===== src/rtl/sarc_pkg.sv =====
package sarc_pkg;
  localparam int WAYS = 2;

  typedef enum logic [1:0] {ST_IDLE, ST_REQ, ST_WAIT} fill_st_t;

  // Replacement: first invalid way, else the way other than the MRU one.
  function automatic logic pick_victim(input logic v0, input logic v1, input logic mru);
    if (!v0) return 1'b0;
    if (!v1) return 1'b1;
    return ~mru;
  endfunction
endpackage


===== src/rtl/sarc_tag_store.sv =====
module sarc_tag_store
  import sarc_pkg::*;
#(
  parameter int SETS  = 8,
  parameter int TAG_W = 11,
  localparam int IDX_W = $clog2(SETS)
) (
  input  logic             clk,
  input  logic             rst_n,
  input  logic [IDX_W-1:0] lk_idx,
  input  logic [TAG_W-1:0] lk_tag,
  output logic [WAYS-1:0]  lk_hit,
  output logic [WAYS-1:0]  lk_vld,
  output logic             lk_mru,
  input  logic             fill_start,
  input  logic             fill_end,
  input  logic [IDX_W-1:0] wr_idx,
  input  logic             wr_way,
  input  logic [TAG_W-1:0] wr_tag,
  input  logic             touch,
  input  logic             touch_way,
  input  logic             inv_all,
  input  logic [IDX_W-1:0] dbg_idx,
  input  logic             dbg_way,
  input  logic             dbg_hide,
  output logic [TAG_W-1:0] dbg_tag,
  output logic             dbg_valid,
  output logic             dbg_mru,
  output logic             any_valid
);
  logic [WAYS-1:0][TAG_W-1:0] way_dtag;
  logic [WAYS-1:0]            way_dvld;
  logic [WAYS-1:0]            way_any;
  logic [SETS-1:0]            mru_q;

  for (genvar w = 0; w < WAYS; w++) begin : g_way
    logic [TAG_W-1:0] tag_q [SETS];
    logic [SETS-1:0]  vld_q;
    logic             sel;

    assign sel         = (wr_way == 1'(w));
    assign lk_vld[w]   = vld_q[lk_idx];
    assign lk_hit[w]   = vld_q[lk_idx] && (tag_q[lk_idx] == lk_tag);
    assign way_dtag[w] = tag_q[dbg_idx];
    assign way_dvld[w] = vld_q[dbg_idx];
    assign way_any[w]  = |vld_q;

    always_ff @(posedge clk) begin
      if (!rst_n) begin
        vld_q <= '0;
        for (int s = 0; s < SETS; s++) tag_q[s] <= '0;
      end else if (inv_all) begin
        vld_q <= '0;
      end else begin
        if (fill_start && sel) vld_q[wr_idx] <= 1'b0;
        if (fill_end && sel) begin
          vld_q[wr_idx] <= 1'b1;
          tag_q[wr_idx] <= wr_tag;
        end
      end
    end
  end

  always_ff @(posedge clk) begin
    if (!rst_n)        mru_q <= '0;
    else if (fill_end) mru_q[wr_idx] <= wr_way;
    else if (touch)    mru_q[lk_idx] <= touch_way;
  end

  assign lk_mru    = mru_q[lk_idx];
  assign any_valid = |way_any;
  assign dbg_tag   = dbg_hide ? '0   : way_dtag[dbg_way];
  assign dbg_valid = dbg_hide ? 1'b0 : way_dvld[dbg_way];
  assign dbg_mru   = dbg_hide ? 1'b0 : mru_q[dbg_idx];
endmodule


===== src/rtl/sarc_data_store.sv =====
module sarc_data_store #(
  parameter int SETS   = 8,
  parameter int WORDS  = 4,
  parameter int DATA_W = 32,
  localparam int DEPTH = 2 * SETS * WORDS,
  localparam int AW    = $clog2(DEPTH)
) (
  input  logic              clk,
  input  logic              clr_all,
  input  logic              we,
  input  logic [AW-1:0]     waddr,
  input  logic [DATA_W-1:0] wdata,
  input  logic [AW-1:0]     raddr,
  output logic [DATA_W-1:0] rdata
);
  logic [DATA_W-1:0] mem_q [DEPTH];

  always_ff @(posedge clk) begin
    if (clr_all) begin
      for (int i = 0; i < DEPTH; i++) mem_q[i] <= '0;
    end else if (we) begin
      mem_q[waddr] <= wdata;
    end
  end

  assign rdata = mem_q[raddr];
endmodule


===== src/rtl/sarc_ctrl.sv =====
module sarc_ctrl
  import sarc_pkg::*;
#(
  parameter int ADDR_W = 16,
  parameter int SETS   = 8,
  parameter int WORDS  = 4,
  parameter int DATA_W = 32,
  localparam int OFF_W = $clog2(WORDS),
  localparam int IDX_W = $clog2(SETS),
  localparam int TAG_W = ADDR_W - IDX_W - OFF_W,
  localparam int AW    = 1 + IDX_W + OFF_W
) (
  input  logic              clk,
  input  logic              rst_n,
  input  logic              req_valid,
  input  logic [ADDR_W-1:0] req_addr,
  input  logic              req_instr,
  input  logic              req_region,
  output logic              req_ready,
  output logic              rsp_valid,
  output logic [DATA_W-1:0] rsp_data,
  output logic              rsp_hit,
  output logic              mem_req,
  output logic [ADDR_W-1:0] mem_addr,
  output logic              mem_instr,
  output logic              mem_region,
  input  logic              mem_rvalid,
  input  logic [DATA_W-1:0] mem_rdata,
  input  logic              ram_active,
  input  logic              upd_lock,
  input  logic [WAYS-1:0]   lk_hit,
  input  logic [WAYS-1:0]   lk_vld,
  input  logic              lk_mru,
  input  logic [DATA_W-1:0] hit_rdata,
  output logic              req_fire,
  output logic              lookup_hit,
  output logic              hit_way,
  output logic              fill_start,
  output logic              fill_end,
  output logic              fill_way,
  output logic [IDX_W-1:0]  fill_idx,
  output logic [TAG_W-1:0]  fill_tag,
  output logic              fwr_en,
  output logic [AW-1:0]     fwr_addr,
  output logic [DATA_W-1:0] fwr_data,
  output logic              fill_busy
);
  fill_st_t          st_q;
  logic [ADDR_W-1:0] addr_q;
  logic              ins_q, reg_q, alloc_q, way_q;
  logic [OFF_W-1:0]  beat_q;
  logic [DATA_W-1:0] word_q;
  logic              alloc_now, victim, last_beat, beat_is_req, beat_in;

  assign req_ready   = (st_q == ST_IDLE);
  assign fill_busy   = (st_q != ST_IDLE);
  assign req_fire    = req_valid && req_ready;
  assign lookup_hit  = req_fire && !ram_active && (|lk_hit);
  assign hit_way     = lk_hit[1];
  assign alloc_now   = !ram_active && !upd_lock;
  assign victim      = pick_victim(lk_vld[0], lk_vld[1], lk_mru);
  assign last_beat   = (beat_q == OFF_W'(WORDS - 1));
  assign beat_is_req = (beat_q == addr_q[OFF_W-1:0]);
  assign beat_in     = (st_q == ST_WAIT) && mem_rvalid;

  assign fill_start = req_fire && !lookup_hit && alloc_now;
  assign fill_end   = beat_in && last_beat && alloc_q;
  assign fill_way   = (st_q == ST_IDLE) ? victim : way_q;
  assign fill_idx   = (st_q == ST_IDLE) ? req_addr[OFF_W +: IDX_W] : addr_q[OFF_W +: IDX_W];
  assign fill_tag   = addr_q[ADDR_W-1 -: TAG_W];
  assign fwr_en     = beat_in && alloc_q;
  assign fwr_addr   = {way_q, addr_q[OFF_W +: IDX_W], beat_q};
  assign fwr_data   = mem_rdata;

  assign mem_req    = (st_q == ST_REQ);
  assign mem_addr   = {addr_q[ADDR_W-1:OFF_W], beat_q};
  assign mem_instr  = ins_q;
  assign mem_region = reg_q;

  always_ff @(posedge clk) begin
    if (!rst_n) begin
      st_q      <= ST_IDLE;
      addr_q    <= '0;
      ins_q     <= 1'b0;
      reg_q     <= 1'b0;
      alloc_q   <= 1'b0;
      way_q     <= 1'b0;
      beat_q    <= '0;
      word_q    <= '0;
      rsp_valid <= 1'b0;
      rsp_data  <= '0;
      rsp_hit   <= 1'b0;
    end else begin
      rsp_valid <= 1'b0;
      unique case (st_q)
        ST_IDLE: begin
          if (lookup_hit) begin
            rsp_valid <= 1'b1;
            rsp_hit   <= 1'b1;
            rsp_data  <= hit_rdata;
          end else if (req_fire) begin
            st_q    <= ST_REQ;
            addr_q  <= req_addr;
            ins_q   <= req_instr;
            reg_q   <= req_region;
            alloc_q <= alloc_now;
            way_q   <= victim;
            beat_q  <= '0;
          end
        end
        ST_REQ: st_q <= ST_WAIT;
        ST_WAIT: begin
          if (mem_rvalid) begin
            if (beat_is_req) word_q <= mem_rdata;
            if (last_beat) begin
              st_q      <= ST_IDLE;
              rsp_valid <= 1'b1;
              rsp_hit   <= 1'b0;
              rsp_data  <= beat_is_req ? mem_rdata : word_q;
            end else begin
              beat_q <= beat_q + OFF_W'(1);
              st_q   <= ST_REQ;
            end
          end
        end
        default: st_q <= ST_IDLE;
      endcase
    end
  end
endmodule


===== src/rtl/sa_read_cache.sv =====
module sa_read_cache
  import sarc_pkg::*;
#(
  parameter int ADDR_W = 16,
  parameter int SETS   = 8,
  parameter int WORDS  = 4,
  parameter int DATA_W = 32,
  localparam int OFF_W = $clog2(WORDS),
  localparam int IDX_W = $clog2(SETS),
  localparam int TAG_W = ADDR_W - IDX_W - OFF_W,
  localparam int AW    = 1 + IDX_W + OFF_W
) (
  input  logic              clk,
  input  logic              rst_n,
  input  logic              req_valid,
  output logic              req_ready,
  input  logic [ADDR_W-1:0] req_addr,
  input  logic              req_instr,
  input  logic              req_region,
  output logic              rsp_valid,
  output logic [DATA_W-1:0] rsp_data,
  output logic              rsp_hit,
  output logic              mem_req,
  output logic [ADDR_W-1:0] mem_addr,
  output logic              mem_instr,
  output logic              mem_region,
  input  logic              mem_rvalid,
  input  logic [DATA_W-1:0] mem_rdata,
  input  logic              cfg_upd_lock,
  input  logic              cfg_ram_mode,
  input  logic              cfg_rd_lock,
  input  logic              ram_en,
  input  logic              ram_we,
  input  logic [AW-1:0]     ram_addr,
  input  logic [DATA_W-1:0] ram_wdata,
  output logic [DATA_W-1:0] ram_rdata,
  input  logic [IDX_W-1:0]  dbg_set,
  input  logic              dbg_way,
  output logic [TAG_W-1:0]  dbg_tag,
  output logic              dbg_valid,
  output logic              dbg_mru
);
  logic              ram_q, rd_lock_q, ram_enter, ram_exit;
  logic [WAYS-1:0]   lk_hit, lk_vld;
  logic              lk_mru, any_valid;
  logic              req_fire, lookup_hit, hit_way;
  logic              fill_start, fill_end, fill_way, fill_busy, tag_we;
  logic [IDX_W-1:0]  fill_idx;
  logic [TAG_W-1:0]  fill_tag;
  logic              fwr_en, ram_wr, ram_rd;
  logic [AW-1:0]     fwr_addr, d_waddr, d_raddr;
  logic [DATA_W-1:0] fwr_data, d_wdata, d_rdata;

  assign ram_enter = cfg_ram_mode && !ram_q;
  assign ram_exit  = !cfg_ram_mode && ram_q;
  assign ram_wr    = ram_q && ram_en && ram_we;
  assign ram_rd    = ram_q && ram_en && !ram_we;
  assign tag_we    = fill_end;

  always_ff @(posedge clk) begin
    if (!rst_n) begin
      ram_q     <= 1'b0;
      rd_lock_q <= 1'b0;
      ram_rdata <= '0;
    end else begin
      ram_q     <= cfg_ram_mode;
      rd_lock_q <= rd_lock_q | cfg_rd_lock;
      ram_rdata <= ram_rd ? d_rdata : '0;
    end
  end

  // Fill writes and RAM-port writes never coincide: fills do not allocate in RAM mode.
  assign d_waddr = fwr_en ? fwr_addr : ram_addr;
  assign d_wdata = fwr_en ? fwr_data : ram_wdata;
  assign d_raddr = ram_q ? ram_addr : {hit_way, req_addr[OFF_W +: IDX_W], req_addr[OFF_W-1:0]};

  sarc_ctrl #(.ADDR_W(ADDR_W), .SETS(SETS), .WORDS(WORDS), .DATA_W(DATA_W)) u_ctrl (
    .clk(clk), .rst_n(rst_n),
    .req_valid(req_valid), .req_addr(req_addr), .req_instr(req_instr), .req_region(req_region),
    .req_ready(req_ready), .rsp_valid(rsp_valid), .rsp_data(rsp_data), .rsp_hit(rsp_hit),
    .mem_req(mem_req), .mem_addr(mem_addr), .mem_instr(mem_instr), .mem_region(mem_region),
    .mem_rvalid(mem_rvalid), .mem_rdata(mem_rdata),
    .ram_active(ram_q), .upd_lock(cfg_upd_lock),
    .lk_hit(lk_hit), .lk_vld(lk_vld), .lk_mru(lk_mru), .hit_rdata(d_rdata),
    .req_fire(req_fire), .lookup_hit(lookup_hit), .hit_way(hit_way),
    .fill_start(fill_start), .fill_end(fill_end), .fill_way(fill_way),
    .fill_idx(fill_idx), .fill_tag(fill_tag),
    .fwr_en(fwr_en), .fwr_addr(fwr_addr), .fwr_data(fwr_data), .fill_busy(fill_busy)
  );

  sarc_tag_store #(.SETS(SETS), .TAG_W(TAG_W)) u_tags (
    .clk(clk), .rst_n(rst_n),
    .lk_idx(req_addr[OFF_W +: IDX_W]), .lk_tag(req_addr[ADDR_W-1 -: TAG_W]),
    .lk_hit(lk_hit), .lk_vld(lk_vld), .lk_mru(lk_mru),
    .fill_start(fill_start), .fill_end(fill_end),
    .wr_idx(fill_idx), .wr_way(fill_way), .wr_tag(fill_tag),
    .touch(lookup_hit), .touch_way(hit_way), .inv_all(ram_exit),
    .dbg_idx(dbg_set), .dbg_way(dbg_way), .dbg_hide(rd_lock_q && !ram_q),
    .dbg_tag(dbg_tag), .dbg_valid(dbg_valid), .dbg_mru(dbg_mru), .any_valid(any_valid)
  );

  sarc_data_store #(.SETS(SETS), .WORDS(WORDS), .DATA_W(DATA_W)) u_data (
    .clk(clk), .clr_all(ram_enter),
    .we(fwr_en || ram_wr), .waddr(d_waddr), .wdata(d_wdata),
    .raddr(d_raddr), .rdata(d_rdata)
  );
endmodule


===== config.mk =====
export PLATFORM = sky130hd
export DESIGN_NAME = sa_read_cache
export DESIGN_NICKNAME = d
export VERILOG_FILES = /design/src/rtl/sarc_pkg.sv /design/src/rtl/sarc_tag_store.sv /design/src/rtl/sarc_data_store.sv /design/src/rtl/sarc_ctrl.sv /design/src/rtl/sa_read_cache.sv
export SDC_FILE = /design/constraint.sdc
export NUM_CORES = 2
export LEC_CHECK = 0
export BUFFER_PORTS_ARGS = -buffer_cell sky130_fd_sc_hd__buf_2
export CAP_MARGIN = 20
export CORE_UTILIZATION = 50
export CTS_BUF_LIST = sky130_fd_sc_hd__clkbuf_16
export CTS_CLUSTER_SIZE = 28
export DETAILED_ROUTE_END_ITERATION = 12
export PLACE_DENSITY = 0.73
export SYNTH_ARGS = -nofsm -noshare
export SYNTH_HDL_FRONTEND = slang
export SYNTH_SLANG_ARGS = --single-unit

===== constraint.sdc =====
create_clock -name clk -period 10.2 [get_ports clk]
set_clock_uncertainty 0.05 [all_clocks]
set_input_delay 1.02 -clock clk [delete_from_list [all_inputs] [get_ports clk]]
set_output_delay 1.02 -clock clk [all_outputs]
set_load 0.05 [all_outputs]

==> Word-level counts from Yosys, hierarchy flattened <==
Memories as Yosys holds them, arrays and structs flattened.
Index checks and enable logic that the tools add are counted.
{ "op_classes": {"add_sub_neg": 1, "mul": 0, "div": 0, "n_lt_le_gt_ge": 6, "n_eq_ne": 12, "shift": 0, "mux": 92, "bitwise_logic": 10, "reduce_logical": 44} }
{ "ops": {"columns": ["op", "n"], "rows": [
  ["$mux W32", 6],
  ["$mux W8", 10],
  ["$pmux W32 S2", 1],
  ["$mux W11", 5],
  ["$mux W1", 43],
  ["$reduce_or A32 Y1", 1],
  ["$logic_and A1 B1 Y1", 24],
  ["$eq A11 B11 Y1", 2],
  ["$reduce_or A11 Y1", 2],
  ["$bmux W1 S3", 6],
  ["$mux W6", 3],
  ["$and A8 B8 Y8", 2],
  ["$bwmux W8", 2],
  ["$or A8 B8 Y8", 2],
  ["$mux W2", 7],
  ["$lt A3 B4 Y1 const B", 3],
  ["$ne A2 B2 Y1 const B", 5],
  ["$mux W3", 3],
  ["$not A8 Y8", 1],
  ["$demux W1 S3", 2],
  ["$ge A3 B1 Y1 const B", 2],
  ["$pmux W2 S3", 1],
  ["$reduce_and A3 Y1", 2],
  ["$logic_not A1 Y1", 5],
  ["other kinds (17)", 25]
]} }
{ "word_totals": {"reg_bits": 148, "latch_bits": 0, "ram_bits": 2224, "rom_bits": 0, "inputBits": 101, "word_cells": 185, "mem_count": 3} }
{ "memory_table": {"columns": ["memory", "depth", "word_bits", "rd", "rd_clocked_by_memory_dff", "write_ports", "line_no", "source"], "rows": [
  ["u_data.mem_q", 64, 32, 1, 0, 64, "sarc_data_store.sv:16", "logic [DATA_W-1:0] mem_q [DEPTH];"],
  ["u_tags.g_way[0].tag_q", 8, 11, 2, 0, 8, "sarc_tag_store.sv:37", "logic [TAG_W-1:0] tag_q [SETS];"],
  ["u_tags.g_way[1].tag_q", 8, 11, 2, 0, 8, "sarc_tag_store.sv:37", null]
]} }

==> Longest topological paths before layout <==
{ "logic_depth": {"ltp_word": 15, "depth_mapped": 16, "mapped_depth_nobuf": 10} }

==> Hierarchy <==
Synthesis repeated with hierarchy kept, for this count alone.
{ "hier_totals": {"cells_unflattened": 7381, "hier_area_um2": 110215.7} }
{ "by_module_without_submodules": {"columns": ["mod", "n_inst", "cells_each", "area_per_inst_um2", "seq_area_each_um2"], "rows": [
  ["sarc_data_store", 1, 5898, 92974.2, 61499.0],
  ["sarc_tag_store", 1, 868, 11287.1, 5765.5],
  ["sarc_ctrl", 1, 490, 4435.5, 1801.7],
  ["sa_read_cache", 1, 125, 1519.0, 680.7]
]} }

==> Worst setup path after synthesis <==
Ideal clock, no wire load.
{ "synth_path": {"path_type": "in2reg", "from": "input req_addr[2]", "to": "memory u_tags.g_way[0].tag_q[0][0] (enable)", "arrival_time_ns": 4.080, "required_ns": 9.756, "slack_ns": 5.676, "cell_stages": 11, "n_path_buf": 5, "cell_sequence": "buf_4 > buf_4 > buf_4 > buf_4 > mux4_2 > mux2i_1 > o21a_1 > mux2i_1 > nand3_1 > clkbuf_1 > o21ai_0"} }
{ "synth_lines": {"columns": ["item", "line_no", "source"], "rows": [
  ["start, declared", "sa_read_cache.sv:17", "input logic [ADDR_W-1:0] req_addr,"],
  ["end, declared", "sarc_tag_store.sv:37", null]
]} }

==> Worst setup path after layout <==
{ "layout_path": {"from": "register ram_q", "to": "register u_ctrl.rsp_data[30]"} }
{ "layout_between": {"elab_chain_cells": 5, "elab_cells_between_ends": 9} }
{ "layout_lines": {"columns": ["item", "line_no", "source"], "rows": [
  ["start, declared", "sa_read_cache.sv:43", "logic ram_q, rd_lock_q, ram_enter, ram_exit;"],
  ["start signal, assigned", "sa_read_cache.sv:66", "ram_q <= cfg_ram_mode;"],
  ["branches (longest 5 deep; another with $mem_v2 Z64 W32)", null, null],
  ["end signal, assigned", "sarc_ctrl.sv:100", "rsp_data <= hit_rdata;"],
  ["end signal, assigned", "sarc_ctrl.sv:119", "rsp_data <= beat_is_req ? mem_rdata : word_q;"],
  ["end, declared", "sarc_ctrl.sv:21", "output logic [DATA_W-1:0] rsp_data,"]
]} }
Several ways; the timed one is not identified. The select of a mux whose other input is x is not followed.
A chain may end at the register's enable or synchronous reset.

==> flow_metrics.tcl <==
set metrics [dict create \
    portBuffers 199 \
    cts_resized 0 \
    cpMostUsedCell "buf_4" \
    antenna_found_initial 14 \
    route.met3.wl_mm 50.3 \
    tns_ns 0 \
    grt_setup_unrepaired "no" \
    drc 0 \
    grt_pass1_vias 65874 \
    gp_congestion 1.01 \
    core.rowCount 166 \
    wire_per_inst_um 31.4 \
    ant_nets 0 \
    clockBufferDepth 3 \
    cts.reportedPaths.clkPinSlew_ns 0.07 \
    finalCriticalPeriod_ns 5.70 \
    netlist_area_um2 104000 \
    hold_viol_final 0 \
    fin_nets 7832 \
    postSynthCellCount 7775 \
    critPathMaxStageDelay_ns 0.82 \
    clock_latency_ns 0.89 \
    clock-root-buffer "clkbuf_16" \
    final_layout_size_suffix_gt1_share_pct 17.7 \
    report.power.total_mw 22.1 \
    cts_sinks 2372 \
    dieArea_um2 209000 \
    top_layer_used "met5" \
    grt_max_degree 134 \
    first_iter_violations 12076 \
    final_common_cell "nor2_1" \
    syn_to_final_growth_pct 11.3 \
    core_um2 205000 \
    setup_viol 0 \
    via_per_inst 6.56 \
    synth_flop_cell "edfxtp_1" \
    synth_enable_flop_cells 2224 \
    fp.dieH_um 458 \
    ys_types 81 \
    fin_cells 10628 \
    cp_top_family "buffers and inverters" \
    track_usage_pct 31.5 \
    wl_met1_mm 112 \
    place_area_um2 108000 \
    hold-worst-slack_ns 0.325 \
    grt_pass1_wl_mm 473 \
    num_vias 69726 \
    routed_wl_mm 334 \
    htree_levels 4 \
    tightest_slew_ns 1.27 \
    cp_num_buf_inv 3 \
    yosys_warnings 0 \
    rrSetupSlack_ns 4.50 \
    required_ns 11.01 \
    path_cells "buf_4 > mux2_8 > buf_4 > buf_4 > mux4_2 > o22ai_1 > nor3_1 > o221ai_1 > mux2_2 > a211oi_1 > a21o_1" \
    p_leak_nw 40.0 \
    seq_area_frac_synth_pct 67.2 \
    start_kind "flop" \
    tritoncts "yes" \
    slew_viol_final 0 \
    fillerInstances 15754 \
    drt-pass1-iter-count 7 \
    cts_inserted_buffers 233 \
    top_level_ports 200 \
    crit_path_end_kind "flop" \
    max_freq_ghz 0.176 \
    relSlewSlack_pct 15.5 \
    maxCapViolations 0 \
    hold_class "input port to flop" \
    post-cts-setup-buffers 0 \
    initial_utilization_pct 50.5 \
    avgSynthCellArea_um2 13.3 \
    dp_cells 10174 \
    route.met2.wl_mm 148 \
    synthArstFlopShare_pct 0 \
    power_density_nw_per_um2 191 \
    crit_fanout 78 \
    cp.arrival_ns 6.50 \
    synth_nets 7877 \
    status "finished, final reports clean" \
    chipWidth_um 458 \
    hpwl_mm 208 \
    ctsHoldBuffers 0 \
    min_period_over_period_pct 55.8 \
    stdcell_area_um2 116000 \
    cp_slowest_cell "buf_4" \
    crit_type "flop to flop" \
    grt.overflow.total 0 \
    layout_common_cells "nor2_1, edfxtp_1, mux4_2" \
    ir_drop_mv 0.195 \
    synth-seq-cells 2372 \
]
Yosys cell counts (66+ instances only):
| cell type | count | area [um^2] |
|---|---|---|
| nor2_1 | 2393 | 8980 |
| edfxtp_1 | 2224 | 66800 |
| clkbuf_1 | 601 | 2260 |
| mux4_2 | 475 | 10700 |
| nand2_1 | 418 | 1570 |
| o22ai_1 | 202 | 1260 |
| and2_1 | 193 | 1210 |
| mux2i_1 | 175 | 1750 |
| dfxtp_1 | 148 | 2960 |
| a21oi_1 | 118 | 591 |
| nand3_1 | 73 | 365 |
| buf_2 | 66 | 330 |
registers in the layout, indices dropped and copies added (netlist names), 2 cells and up, named ones only:
| register | count |
|---|---|
| u_ctrl.addr_q | 16 |
| u_ctrl.word_q | 32 |
| u_ctrl.st_q | 2 |
| u_data.mem_q | 2048 |
| u_tags.mru_q | 8 |
| u_tags.g_way.tag_q | 176 |
| ram_rdata | 32 |
| u_ctrl.rsp_data | 32 |
| u_ctrl.beat_q | 2 |
layout make-up:
cell class | instances | area, um^2 | share of cell area [%]
Timing Repair Buffer | 459 | 3160 | 2.74
Tap cell | 2688 | 3360 | 2.91
Clock buffer | 236 | 5910 | 5.11
Antenna cell | 8 | 20.0 | 0.0173
Sequential cell | 2372 | 69700 | 60.4
Inverter | 18 | 67.6 | 0.0585
Clock inverter | 201 | 1710 | 1.48
Multi-Input combinational cell | 4646 | 31600 | 27.3
power by group:
| group | switching (mW) | internal (mW) |
|---|---|---|
| combinational | 1.58 | 0.684 |
| sequential | 0.169 | 11.1 |
| clock | 3.78 | 4.81 |
final timing paths:
kind	endpoint	depth (start not counted)	start
worst min-delay path	u_ctrl.mem_region$_SDFFE_PN0P_	3	req_region
worst max-delay path	u_ctrl.rsp_data[30]$_SDFFE_PN0P_	11	ram_q$_SDFF_PN0_
worst max register to register	u_ctrl.rsp_data[30]$_SDFFE_PN0P_	11	ram_q$_SDFF_PN0_
worst min register to register	u_ctrl.word_q[22]$_SDFFE_PN0P_	2	u_ctrl.word_q[22]$_SDFFE_PN0P_
worst register-to-register path, cell delays in order (launching register included):
cell and delay (ns):
dfxtp_2 0.59, buf_4 0.40, mux2_8 0.81, buf_4 0.87, buf_4 0.62, mux4_2 0.36
o22ai_1 0.13, nor3_1 0.66, o221ai_1 0.42, mux2_2 0.39, a211oi_1 0.26, a21o_1 0.11
cells by family (layout without fill, tap and decap cells):
logic type,after synthesis,count (layout),share of synthesized area [%]
flops,2372,2372,67.2
compound gates,677,677,4.39
xor+xnor,11,11,0.0928
fa+ha+maj,1,1,0.0121
other cells,0,8,0
simple gates,3260,3260,12.8
buf+inv,757,914,2.99
mux,697,697,12.5
per-stage QoR:
step / setup WS [ns] / utilization (%)
after floorplan: 5.68 / -
after global placement: 3.53 / 52.4
after detailed placement: 4.12 / 52.4
after CTS: 4.54 / 56.1
after global routing: 4.36 / 56.2
final: 4.50 / 56.2
metal layers:
layer	global-route usage [%]	vias up
li1	-	28257
met1	41.0	34723
met2	46.3	5789
met3	9.81	941
met4	18.8	16
met5	0	-
Power figures use the tool's default switching activity.
